**config.mk**
```make
export PLATFORM = sky130hd
export DESIGN_NAME = rac_engine
export DESIGN_NICKNAME = d
export VERILOG_FILES = /design/src/rtl/rac_pkg.sv /design/src/rtl/rac_migrate.sv /design/src/rtl/rac_trigger.sv /design/src/rtl/rac_engine.sv
export SDC_FILE = /design/constraint.sdc
export NUM_CORES = 1
export LEC_CHECK = 0
export BUFFER_PORTS_ARGS = -buffer_cell sky130_fd_sc_hd__buf_2
export CORE_UTILIZATION = 42
export CTS_CLUSTER_SIZE = 30
export DETAILED_ROUTE_END_ITERATION = 12
export PLACE_DENSITY_LB_ADDON = 0.1
export REMOVE_ABC_BUFFERS = 1
export SLEW_MARGIN = 5
export SYNTH_ARGS = -nofsm -noshare
export SYNTH_HDL_FRONTEND = slang
export SYNTH_SLANG_ARGS = --single-unit
```
**constraint.sdc**
```tcl
create_clock -name clk -period 2.6 [get_ports clk]
set_input_delay 0.26 -clock clk [delete_from_list [all_inputs] [get_ports clk]]
set_output_delay 0.26 -clock clk [all_outputs]
set_load 0.05 [all_outputs]
```
**src/rtl/rac_pkg.sv**
```systemverilog
package rac_pkg;

    localparam int CNT_W   = 3;
    localparam int CNT_MAX = (1 << CNT_W) - 1;

    typedef enum logic [1:0] {
        EV_HIT    = 2'b00,
        EV_LLC    = 2'b01,
        EV_REFILL = 2'b10,
        EV_EVICT  = 2'b11
    } ev_kind_e;

    typedef enum logic [1:0] {
        DST_L2  = 2'b00,
        DST_LLC = 2'b01,
        DST_REG = 2'b10
    } dest_e;

    typedef struct packed {
        logic [CNT_W-1:0] count;
        logic             conflict;
        logic             protect;
        logic             access;
    } ext_t;

    // clamped counter adjust: c + up - down, held inside [0, CNT_MAX]
    function automatic logic [CNT_W-1:0] sat_adj(input logic [CNT_W-1:0] c,
                                                 input logic up,
                                                 input logic down);
        int v;
        v = int'(c) + int'(up) - int'(down);
        if (v < 0)       v = 0;
        if (v > CNT_MAX) v = CNT_MAX;
        return CNT_W'(v);
    endfunction

endpackage

```
**src/rtl/rac_migrate.sv**
```systemverilog
module rac_migrate
    import rac_pkg::*;
(
    input  ev_kind_e kind,
    input  ext_t     cur,
    input  logic     reg_hit,
    output ext_t     nxt,
    output dest_e    dest
);

    always_comb begin
        nxt  = cur;
        dest = DST_L2;
        unique case (kind)
            EV_HIT: begin
                nxt = cur;
            end
            EV_LLC: begin
                nxt.count    = sat_adj(cur.count, cur.conflict, 1'b0);
                nxt.conflict = 1'b0;
            end
            EV_REFILL: begin
                nxt = '0;
                if (reg_hit) nxt.count = sat_adj(cur.count, 1'b1, 1'b0);
            end
            EV_EVICT: begin
                nxt       = '0;
                nxt.count = sat_adj(cur.count, cur.access, cur.protect);
                dest      = DST_REG;
            end
            default: ;
        endcase
    end

endmodule

```
**src/rtl/rac_trigger.sv**
```systemverilog
module rac_trigger
    import rac_pkg::*;
(
    input  ev_kind_e         kind,
    input  logic [CNT_W-1:0] count,
    input  logic [CNT_W-1:0] thresh,
    input  dest_e            dest_in,
    output logic             preload,
    output logic             lock,
    output dest_e            dest_out
);

    logic armed;

    always_comb begin
        armed    = (thresh != '0) && (count >= thresh);
        preload  = armed && (kind == EV_EVICT);
        lock     = armed && (kind == EV_LLC);
        dest_out = lock ? DST_LLC : dest_in;
    end

endmodule

```
**src/rtl/rac_engine.sv**
```systemverilog
module rac_engine
    import rac_pkg::*;
#(
    parameter int ADDR_W = 32
) (
    input  logic              clk,
    input  logic              rst,
    input  logic              ev_valid,
    input  logic [1:0]        ev_kind,
    input  logic [ADDR_W-1:0] ev_addr,
    input  logic [2:0]        cur_count,
    input  logic              cur_conflict,
    input  logic              cur_protect,
    input  logic              cur_access,
    input  logic              reg_hit,
    input  logic [2:0]        thresh,
    output logic              upd_valid,
    output logic [2:0]        upd_count,
    output logic              upd_conflict,
    output logic              upd_protect,
    output logic              upd_access,
    output logic [1:0]        upd_dest,
    output logic              preload_req,
    output logic              lock_req,
    output logic [ADDR_W-1:0] act_addr
);

    ev_kind_e kind;
    ext_t     cur_ext;
    ext_t     nxt_ext;
    dest_e    base_dest;
    dest_e    fin_dest;
    logic     pl_c;
    logic     lk_c;

    ext_t              ext_q;
    logic [1:0]        dest_q;

    assign kind    = ev_kind_e'(ev_kind);
    assign cur_ext = '{count: cur_count, conflict: cur_conflict,
                       protect: cur_protect, access: cur_access};

    rac_migrate u_migrate (
        .kind    (kind),
        .cur     (cur_ext),
        .reg_hit (reg_hit),
        .nxt     (nxt_ext),
        .dest    (base_dest)
    );

    rac_trigger u_trigger (
        .kind     (kind),
        .count    (nxt_ext.count),
        .thresh   (thresh),
        .dest_in  (base_dest),
        .preload  (pl_c),
        .lock     (lk_c),
        .dest_out (fin_dest)
    );

    always_ff @(posedge clk) begin
        if (rst) begin
            upd_valid   <= 1'b0;
            ext_q       <= '0;
            dest_q      <= '0;
            preload_req <= 1'b0;
            lock_req    <= 1'b0;
            act_addr    <= '0;
        end else begin
            upd_valid   <= ev_valid;
            preload_req <= ev_valid && pl_c;
            lock_req    <= ev_valid && lk_c;
            if (ev_valid) begin
                ext_q    <= nxt_ext;
                dest_q   <= fin_dest;
                act_addr <= ev_addr;
            end
        end
    end

    assign upd_count    = ext_q.count;
    assign upd_conflict = ext_q.conflict;
    assign upd_protect  = ext_q.protect;
    assign upd_access   = ext_q.access;
    assign upd_dest     = dest_q;

endmodule

```
==> results of run 1 <==
-- final cells by class --
class                      instances  area (µm²)  share of cell area
tap                               52       65.06             0.02351
clock inverter                     2       35.03             0.01266
sequential                        43       860.8              0.3110
timing repair buffer             107       580.6              0.2098
clock buffer                       6       82.58             0.02984
inverter                           8       30.03             0.01085
multi-input combinational        153        1114              0.4024
-- registers in the layout, indices dropped and copies added, names as in the netlist --
signal and cells:
upd_conflict 1, upd_count 3, upd_access 1, preload_req 1, upd_protect 1, act_addr 32
upd_valid 1, lock_req 1, upd_dest 2
-- metal layers --
| metal | vias to the layer above | share of wire | track usage | routed length [µm] |
|---|---|---|---|---|
| li1 | 963 | - | - | - |
| met1 | 833 | 0.48 | 0.2651 | 2331 |
| met2 | 73 | 0.44 | 0.3016 | 2132 |
| met3 | 2 | 0.069 | 0.05063 | 332 |
| met4 | 0 | 0.0027 | 0.04575 | 13 |
| met5 | - | 0 | 0 | 0 |
-- worst max-delay path, delay by kind of cell --
family,cells,cell delay (ns)
compound gates,5,0.76
fa+ha+maj,3,0.78
simple gates,3,0.55
buf+inv,2,0.23
-- through the flow --
| step | area, µm² | setup WS (ns) |
|---|---|---|
| final | 2768 | 0.1804 |
| after global routing | 2768 | 0.02642 |
| after CTS | 2731 | 0.01878 |
| after detailed placement | 2610 | -0.3369 |
| after global placement | 2610 | -0.2513 |
| after floorplan | 1964 | 0.01208 |
-- kinds of logic (layout without fill, tap and decap cells) --
logic type / Yosys count / after routing / share of synthesized area
multiplexers: 33 / 33 / 0.1630
adder cells (fa/ha/maj): 10 / 10 / 0.06173
flip-flops: 43 / 43 / 0.4247
XOR/XNOR: 3 / 3 / 0.01975
AO/OA/AOI/OAI: 30 / 30 / 0.1031
buffers and inverters: 22 / 123 / 0.04568
AND/OR/NAND/NOR: 77 / 77 / 0.1821
-- cells in the mapped netlist, types with 2 or more instances --
cell type	n	area [µm²]
nor3_1	3	15.01
nand2_1	7	26.28
nand3_1	5	25.02
nand4_1	4	25.02
mux2i_1	33	330.3
o211ai_1	2	15.01
inv_1	8	30.03
o31ai_1	2	15.01
o21ai_0	2	10.01
dfxtp_1	43	860.8
ha_1	10	125.1
and2_1	2	12.51
a31oi_1	5	31.28
a21boi_0	2	15.01
a211oi_1	2	15.01
and3_1	2	12.51
nand2b_1	4	25.02
buf_2	5	25.02
nor3b_1	3	22.52
clkbuf_1	8	30.03
nor2_1	39	146.4
nor2b_1	4	25.02
a21oi_1	7	35.03
-- where the power goes --
group,internal (W),switching (W),leakage (nW),total [W]
clock network,0.000311,0.000213,0.0612,0.000523
registers,0.000696,0.0000156,0.354,0.000711
logic,0.000153,0.000274,1.03,0.000427
total,0.00116,0.000502,1.44,0.00166
-- worst min-delay path by stage --
| stage | startpoint | endpoint | cells after the start |
|---|---|---|---|
| finish | ev_addr[23] | act_addr[23] | 3 |
| global route | ev_addr[18] | act_addr[18] | 3 |
| CTS | ev_addr[12] | act_addr[12] | 3 |
| detailed placement | upd_conflict | upd_conflict | 2 |
| global placement | upd_conflict | upd_conflict | 2 |
| floorplan | rst | upd_conflict | 1 |
-- repair_timing --
| item | 4_1_cts | 5_1_grt |
|---|---|---|
| resized for setup | 1 | 6 |
| hold buffers | 0 | 0 |
| pin swaps | 0 | 2 |
| gates cloned | 0 | 0 |
| setup endpoints to repair | 3 | 3 |
==> run_results.csv, run 1 <==
group,metric,value,unit
timing,fin_crit_sh,0.9306,
timing,relSlewSlack,0.6987,
cells_and_area,n_antenna_cell,0,
critical_path,max_stage_delay,0.30,ns
critical_path,crit_end,"upd_dest[0]",
yosys,synthesis.area,2027,µm²
cts,root_buffer,"clkbuf_8",
critical_path,crit_fanout,3,
cells_and_area,drive_above_1_share,0.3824,
power,power.leakage,1.441,nW
placement,gp_congestion,0.7796,
floorplanning,core,4504,µm²
floorplanning,ioPinCount,90,
yosys,synthesis.instances,218,
floorplanning,dieArea,5108,µm²
drt,drc,0,
cts,cts.htree.levels,2,
global_route,grt_pass1_wl,7.707,mm
cells_and_area,layout_common_cells,"89 x buf_2, 43 x dfxtp_1, 39 x nor2_1, 33 x mux2i_1, 18 x buf_4",
timing,finalSetupTns,0,ns
drt,wl_per_cell,12.96,µm
yosys,synth_warnings,0,
timing,hold_viol_final,0,
yosys,synth_seq_cells,43,
cells_and_area,fin_util,0.6144,
critical_path,cpMostUsedCell,"ha_1",
yosys,avgSynthCellArea,9.298,µm²
global_route,antenna_found_initial,0,
min_path,hold_path_class,"primary input to flip-flop",
power,total_power,0.001661,W
cells_and_area,nFillCells,400,
yosys,synthDistinctLibCells,39,
yosys,synthArstFlopShare,0,
critical_path,reg2reg_from,"upd_dest[0]",
drt,detail-route-antenna-nets,0,
critical_path,cp_slowest_cell,"ha_1",
cts,cts_sinks,43,
floorplanning,rows,24,
critical_path,required,2.77,ns
cts,clock_path_buffers,2,
power,cellPowerDensity,600.3,nW/µm²
critical_path,r2r_slack,1.68,ns
floorplanning,die_x,71.47,µm
critical_path,reg2reg_depth,2,
timing,rsz0062_at_grt,"no",
timing,whs,0.2027,ns
critical_path,crit_type,"primary input to flip-flop",
cts,numCtsBuffers,5,
floorplanning,dieHeight,71.47,µm
cells_and_area,nNetsFinal,375,
yosys,synth_edf_count,0,
placement,io_buffers,89,
flow_run,max-cap-violations,0,
cells_and_area,layout_commonest_cell,"buf_2",
critical_path,worst_setup_path_start_kind,"primary input",
cts,clk_latency,0.28,ns
drt,drt_iter0_markers,57,
cells_and_area,layout.cells.non_filler,371,
drt,drt-total-wl,4.809,mm
critical_path,cp-startpoint,"cur_count[0]",
placement,placed_cells,363,
timing,fin_crit,2.420,ns
timing,report.final.slew_viol_count,0,
timing,clock.fmax,413.3,MHz
outcome,status,"complete, no violations",
drt,vias,1871,
floorplanning,initial_utilization,0.4500,
yosys,synthFlopType,"dfxtp_1",
drt,vias_per_cell,5.043,
critical_path,rr_endpoint,"upd_dest[0]",
critical_path,arrival,2.59,ns
timing,clock_skew,0,ns
yosys,yosysSeqAreaShare,0.4247,
global_route,grt_overflow,0,
power,ir_worst_vdd,0.0003982,V
critical_path,crit_chain,"buf_2 > ha_1 > ha_1 > buf_4 > and4b_1 > a211oi_2 > and3_1 > o32ai_1 > ha_1 > nand2b_1 > a21o_1 > a21oi_2 > o41ai_1",
timing,setup_viol_count_final,0,
timing,worst_pin_slew,0.4520,ns
cells_and_area,areaGrowthSynthToFinish,36.54,%
drt,dr.pass1.iters,4,
cts,post_cts_buffers,0,
cts,cts_tree,"yes",
global_route,grt_max_degree,31,
global_route,first_global_vias,1711,
global_route,grtUsageTotal,0.1918,
placement,hpwl,3.557,mm
cts,path_clk_slew,0.08,ns
critical_path,end_kind,"flip-flop",
Power figures use the tool's default switching activity.
==> inputs of run 2 (changes only) <==
- GPL_TIMING_DRIVEN: unset -> 0
==> run_results.csv, run 2 (synthesis gave the netlist of run 1 again) <==
group,metric,value,unit
timing,setup_viol_count_final,0,
cts,cts_sinks,43,
global_route,grt_overflow,0,
cts,clock_path_buffers,2,
critical_path,worst_setup_path_start_kind,"primary input",
floorplanning,dieArea,5108,µm²
power,ir_worst_vdd,0.0004151,V
floorplanning,initial_utilization,0.4500,
cts,clk_latency,0.29,ns
drt,drt_iter0_markers,51,
placement,placed_cell_area,2475,µm²
timing,fin_crit_sh,0.9776,
placement,io_buffers,89,
cells_and_area,layout_common_cells,"88 x buf_2, 43 x dfxtp_1, 39 x nor2_1, 33 x mux2i_1",
cells_and_area,nFillCells,423,
power,cellPowerDensity,612.8,nW/µm²
global_route,first_global_vias,1612,
global_route,grtUsageTotal,0.1746,
timing,clock_skew,0,ns
cts,cts.htree.levels,2,
timing,relSlewSlack,0.2363,
cts,postCtsHoldBufs,0,
placement,hpwl,3.203,mm
flow_run,max-cap-violations,0,
floorplanning,die_x,71.47,µm
power,power.leakage,1.354,nW
timing,hold_viol_final,0,
cts,numCtsBuffers,5,
global_route,antenna_found_initial,0,
drt,drc,0,
global_route,grt_max_degree,45,
cells_and_area,post-route-cell-area,2650,µm²
drt,vias_per_cell,5.153,
floorplanning,core,4504,µm²
placement,placed_cells,345,
critical_path,end_kind,"flip-flop",
global_route,grt_pass1_wl,7.086,mm
cts,path_clk_slew,0.08,ns
cells_and_area,layout_commonest_cell,"buf_2",
cells_and_area,n_antenna_cell,0,
drt,dr.pass1.iters,4,
critical_path,arrival,2.71,ns
timing,fin_crit,2.542,ns
critical_path,crit_type,"primary input to flip-flop",
floorplanning,ioPinCount,90,
outcome,status,"complete, no violations",
drt,vias,1819,
cells_and_area,nNetsFinal,357,
cells_and_area,layout.cells.non_filler,353,
cells_and_area,fin_util,0.5883,
drt,drt-total-wl,4.626,mm
critical_path,crit_fanout,8,
cells_and_area,areaGrowthSynthToFinish,30.74,%
timing,report.final.slew_viol_count,0,
floorplanning,dieHeight,71.47,µm
placement,gp_congestion,0.7853,
timing,clock.fmax,393.4,MHz
timing,worst_pin_slew,1.145,ns
cts,cts_tree,"yes",
cells_and_area,largest_reg_flops,32,
drt,wl_per_cell,13.10,µm
cells_and_area,drive_above_1_share,0.3522,
cts,root_buffer,"clkbuf_8",
min_path,hold_path_class,"primary input to flip-flop",
critical_path,required,2.77,ns
floorplanning,rows,24,
cells_and_area,top_register,"act_addr",
drt,detail-route-antenna-nets,0,
run 2: changes by cell type in the layout (fill, tap and decap cells not counted):
cell      delta
buf_4       -18
o41ai_1      -1
ha_1         -1
buf_2        -1
o41ai_2      +1
clkbuf_4     +1
clkbuf_8     -1
ha_4         +1
clkinv_4     +1
run 2: critical path: stages:
cell and delay, ns:
clkbuf_4 0.17, ha_2 0.28, inv_1 0.05, ha_1 0.20
nor4b_2 0.45, a211oi_2 0.11, and3_1 0.17, o32ai_1 0.15
ha_1 0.29, nand2b_1 0.14, a21o_1 0.18, a21oi_2 0.18
o41ai_2 0.09
run 2: power breakdown:
part	total (W)	internal (W)	leakage [nW]	switching, W
clock	0.000509	0.000286	0.0581	0.000223
sequential	0.000712	0.000696	0.354	0.0000163
combinational	0.000403	0.000135	0.942	0.000268
run 2: per-layer routing:
metal / wire length (µm) / track usage / part of all wire
met1: 2154 / 0.2220 / 0.47
met2: 2112 / 0.2857 / 0.46
met3: 320 / 0.04923 / 0.069
met4: 39 / 0.06100 / 0.0084
met5: 0 / 0 / 0
run 2: area by class of cell:
class / instances / area, µm² / share of cell area
Multi-Input combinational cell: 153 / 1134 / 0.4278
Sequential cell: 43 / 860.8 / 0.3248
Timing Repair Buffer: 89 / 447.9 / 0.1690
Clock buffer: 5 / 68.82 / 0.02597
Tap cell: 52 / 65.06 / 0.02455
Clock inverter: 3 / 43.79 / 0.01653
Inverter: 8 / 30.03 / 0.01133
run 2: path summary, 6_finish.rpt:
path | startpoint | endpoint | slack (ns) | depth (start not counted)
max | cur_count[0] | upd_dest[0] | 0.06 | 13
min | ev_addr[28] | act_addr[28] | 0.20 | 3
max reg2reg | upd_dest[0] | upd_dest[0] | 1.67 | 2
min reg2reg | upd_conflict | upd_conflict | 0.48 | 2
run 2: per-stage QoR:
step / worst slack [ns] / TNS [ns] / hold slack, ns / total power [W]
detailed placement: -0.4747 / -1.369 / 0.4665 / 0.001116
global route: -0.02292 / -0.05748 / 0.1998 / 0.001699
floorplan: 0.01208 / 0 / 0.3291 / 0.0009832
finish: 0.05823 / 0 / 0.1953 / 0.001624
global placement: -0.4952 / -1.444 / 0.4580 / 0.001112
CTS: 0.01814 / 0 / 0.1887 / 0.001638
run 2: timing repair:
action,4_1_cts,5_1_grt
buffers inserted,0,0
hold endpoints to repair,0,0
cloned,0,0
pin swaps,1,4
gates resized for setup,6,4
endpoints found under the setup margin,3,3
==> inputs of run 3 (changes only) <==
==> constraint.sdc (replaced) <==
create_clock -name clk -period 2.6 [get_ports clk]
set_input_delay 0.52 -clock clk [delete_from_list [all_inputs] [get_ports clk]]
set_output_delay 0.52 -clock clk [all_outputs]
set_load 0.05 [all_outputs]
==> run_results.csv, run 3 (synthesis gave the netlist of run 1 again) <==
group,metric,value,unit
outcome,status,"complete, no violations",
drt,vias_per_cell,5.184,
timing,setup_viol_count_final,0,
cells_and_area,layout_common_cells,"87 x buf_2, 43 x dfxtp_1, 39 x nor2_1, 33 x mux2i_1, 7 x nand2_1",
drt,drt-total-wl,4.762,mm
global_route,antenna_found_initial,0,
global_route,grt_pass1_wl,7.334,mm
drt,vias,1861,
timing,whs,0.4575,ns
placement,placed_cell_area,2475,µm²
power,power.leakage,1.401,nW
global_route,globalRouteMet2Util,0.3005,
power,cellPowerDensity,596.5,nW/µm²
timing,clock_skew,0,ns
placement,placed_cells,345,
global_route,first_global_vias,1657,
critical_path,arrival,2.73,ns
global_route,grt_overflow,0,
cts,clk_latency,0.29,ns
timing,clock.fmax,390.3,MHz
cts,cts_tree,"yes",
power,combinationalPowerShare,0.260,
cells_and_area,drive_above_1_share,0.3876,
critical_path,required,2.77,ns
cells_and_area,top_register,"act_addr",
cells_and_area,layout_commonest_cell,"buf_2",
global_route,gr-usage-met3,0.04923,
timing,worst_pin_slew,1.149,ns
cells_and_area,nFillCells,410,
critical_path,crit_fanout,5,
flow_run,max-cap-violations,0,
drt,wl_per_cell,13.26,µm
cells_and_area,largest_reg_flops,32,
critical_path,end_kind,"flip-flop",
floorplanning,dieArea,5108,µm²
global_route,grt_util_met1,0.2300,
timing,fin_crit,2.562,ns
cts,root_buffer,"clkbuf_8",
cts,path_clk_slew,0.08,ns
placement,gp_congestion,0.7853,
drt,drt_iter0_markers,34,
cts,numCtsBuffers,5,
min_path,hold_path_class,"primary input to flip-flop",
timing,worst_slack,0.03814,ns
timing,rsz0062_at_grt,"yes",
placement,io_buffers,89,
power,swShare,0.3120,
timing,relSlewSlack,0.2337,
placement,hpwl,3.203,mm
timing,report.final.slew_viol_count,0,
timing,fin_crit_sh,0.9853,
cts,clock_path_buffers,2,
timing,finalSetupTns,0,ns
cells_and_area,post-route-cell-area,2764,µm²
drt,drc,0,
timing,hold_viol_final,0,
cells_and_area,n_antenna_cell,0,
placement,place_ws,-0.7347,ns
power,ir_worst_vdd,0.0004151,V
floorplanning,dieHeight,71.47,µm
floorplanning,initial_utilization,0.4500,
floorplanning,rows,24,
drt,dr.pass1.iters,4,
floorplanning,die_x,71.47,µm
power,p_sw,0.0005144,W
power,p_clk_frac,0.308,
cts,cts.htree.levels,2,
cts,postCtsHoldBufs,0,
power,pwr-share-seq,0.432,
critical_path,crit_type,"primary input to flip-flop",
global_route,gr-max-usage-layer,"met2",
global_route,grtUsageTotal,0.1811,
cells_and_area,layout.cells.non_filler,359,
drt,detail-route-antenna-nets,0,
power,p_int,0.001134,W
cts,cts_sinks,43,
floorplanning,core,4504,µm²
cells_and_area,areaGrowthSynthToFinish,36.36,%
critical_path,worst_setup_path_start_kind,"primary input",
cells_and_area,nNetsFinal,363,
floorplanning,ioPinCount,90,
global_route,grt_max_degree,45,
critical_path,r2r_slack,1.67,ns
run 3: cell count changes in the layout (fill, tap and decap cells not counted), moves of 2 or more:
cell	change
buf_4	+6
ha_1	-2
ha_4	+2
inv_1	-2
inv_2	+2
run 3: worst paths after layout:
check                             startpoint      endpoint  cells after the start
worst min-delay path             ev_addr[28]  act_addr[28]                      3
worst min register to register  upd_conflict  upd_conflict                      2
worst max register to register   upd_dest[0]   upd_dest[0]                      2
worst max-delay path            cur_count[0]   upd_dest[0]                     13
run 3: stage by stage:
| stage | utilization | power (W) |
|---|---|---|
| 5_1_grt | 0.6136 | 0.001725 |
| 4_1_cts | 0.5997 | 0.001655 |
| 3_5_place_dp | 0.5494 | 0.001116 |
| 2_1_floorplan | - | 0.0009832 |
| 3_3_place_gp | 0.5494 | 0.001112 |
| 6_report | 0.6136 | 0.001649 |
run 3: routing by layer:
metal / part of all wire / vias up
li1: - / 944
met1: 0.45 / 841
met4: 0.0069 / 0
met2: 0.47 / 72
met5: 0 / -
met3: 0.073 / 4
run 3: worst max-delay path: stages:
cell	delay (ns)
buf_12	0.11
ha_4	0.26
inv_2	0.04
ha_4	0.16
and4b_2	0.25
a211oi_2	0.25
and3_1	0.20
o32ai_2	0.09
ha_1	0.28
nand2b_4	0.13
a21o_1	0.16
a21oi_2	0.19
o41ai_2	0.09
run 3: power by group through the flow:
stage / clock, W / sequential (W) / combinational [W]
2_1_floorplan: 0 / 0.000859 / 0.000125
3_3_place_gp: 0 / 0.000726 / 0.000386
3_5_place_dp: 0 / 0.000727 / 0.000389
4_1_cts: 0.000526 / 0.000712 / 0.000417
5_1_grt: 0.000549 / 0.000716 / 0.000460
6_report: 0.000508 / 0.000712 / 0.000429
run 3: repair_timing:
item | 4_1_cts | 5_1_grt
pin swaps | 10 | 11
setup buffers | 1 | 5
resized for setup | 18 | 7
cloned | 0 | 0
endpoints found under the setup margin | 3 | 3
run 3: area by class of cell:
type / count / area [µm²] / area share
repair buffers: 95 / 511.7 / 0.1852
well taps: 52 / 65.06 / 0.02354
flip-flops and latches: 43 / 860.8 / 0.3115
clock inverters: 3 / 43.79 / 0.01584
inverters: 8 / 30.03 / 0.01086
multi-input cells: 153 / 1184 / 0.4282
clock buffers: 5 / 68.82 / 0.02490
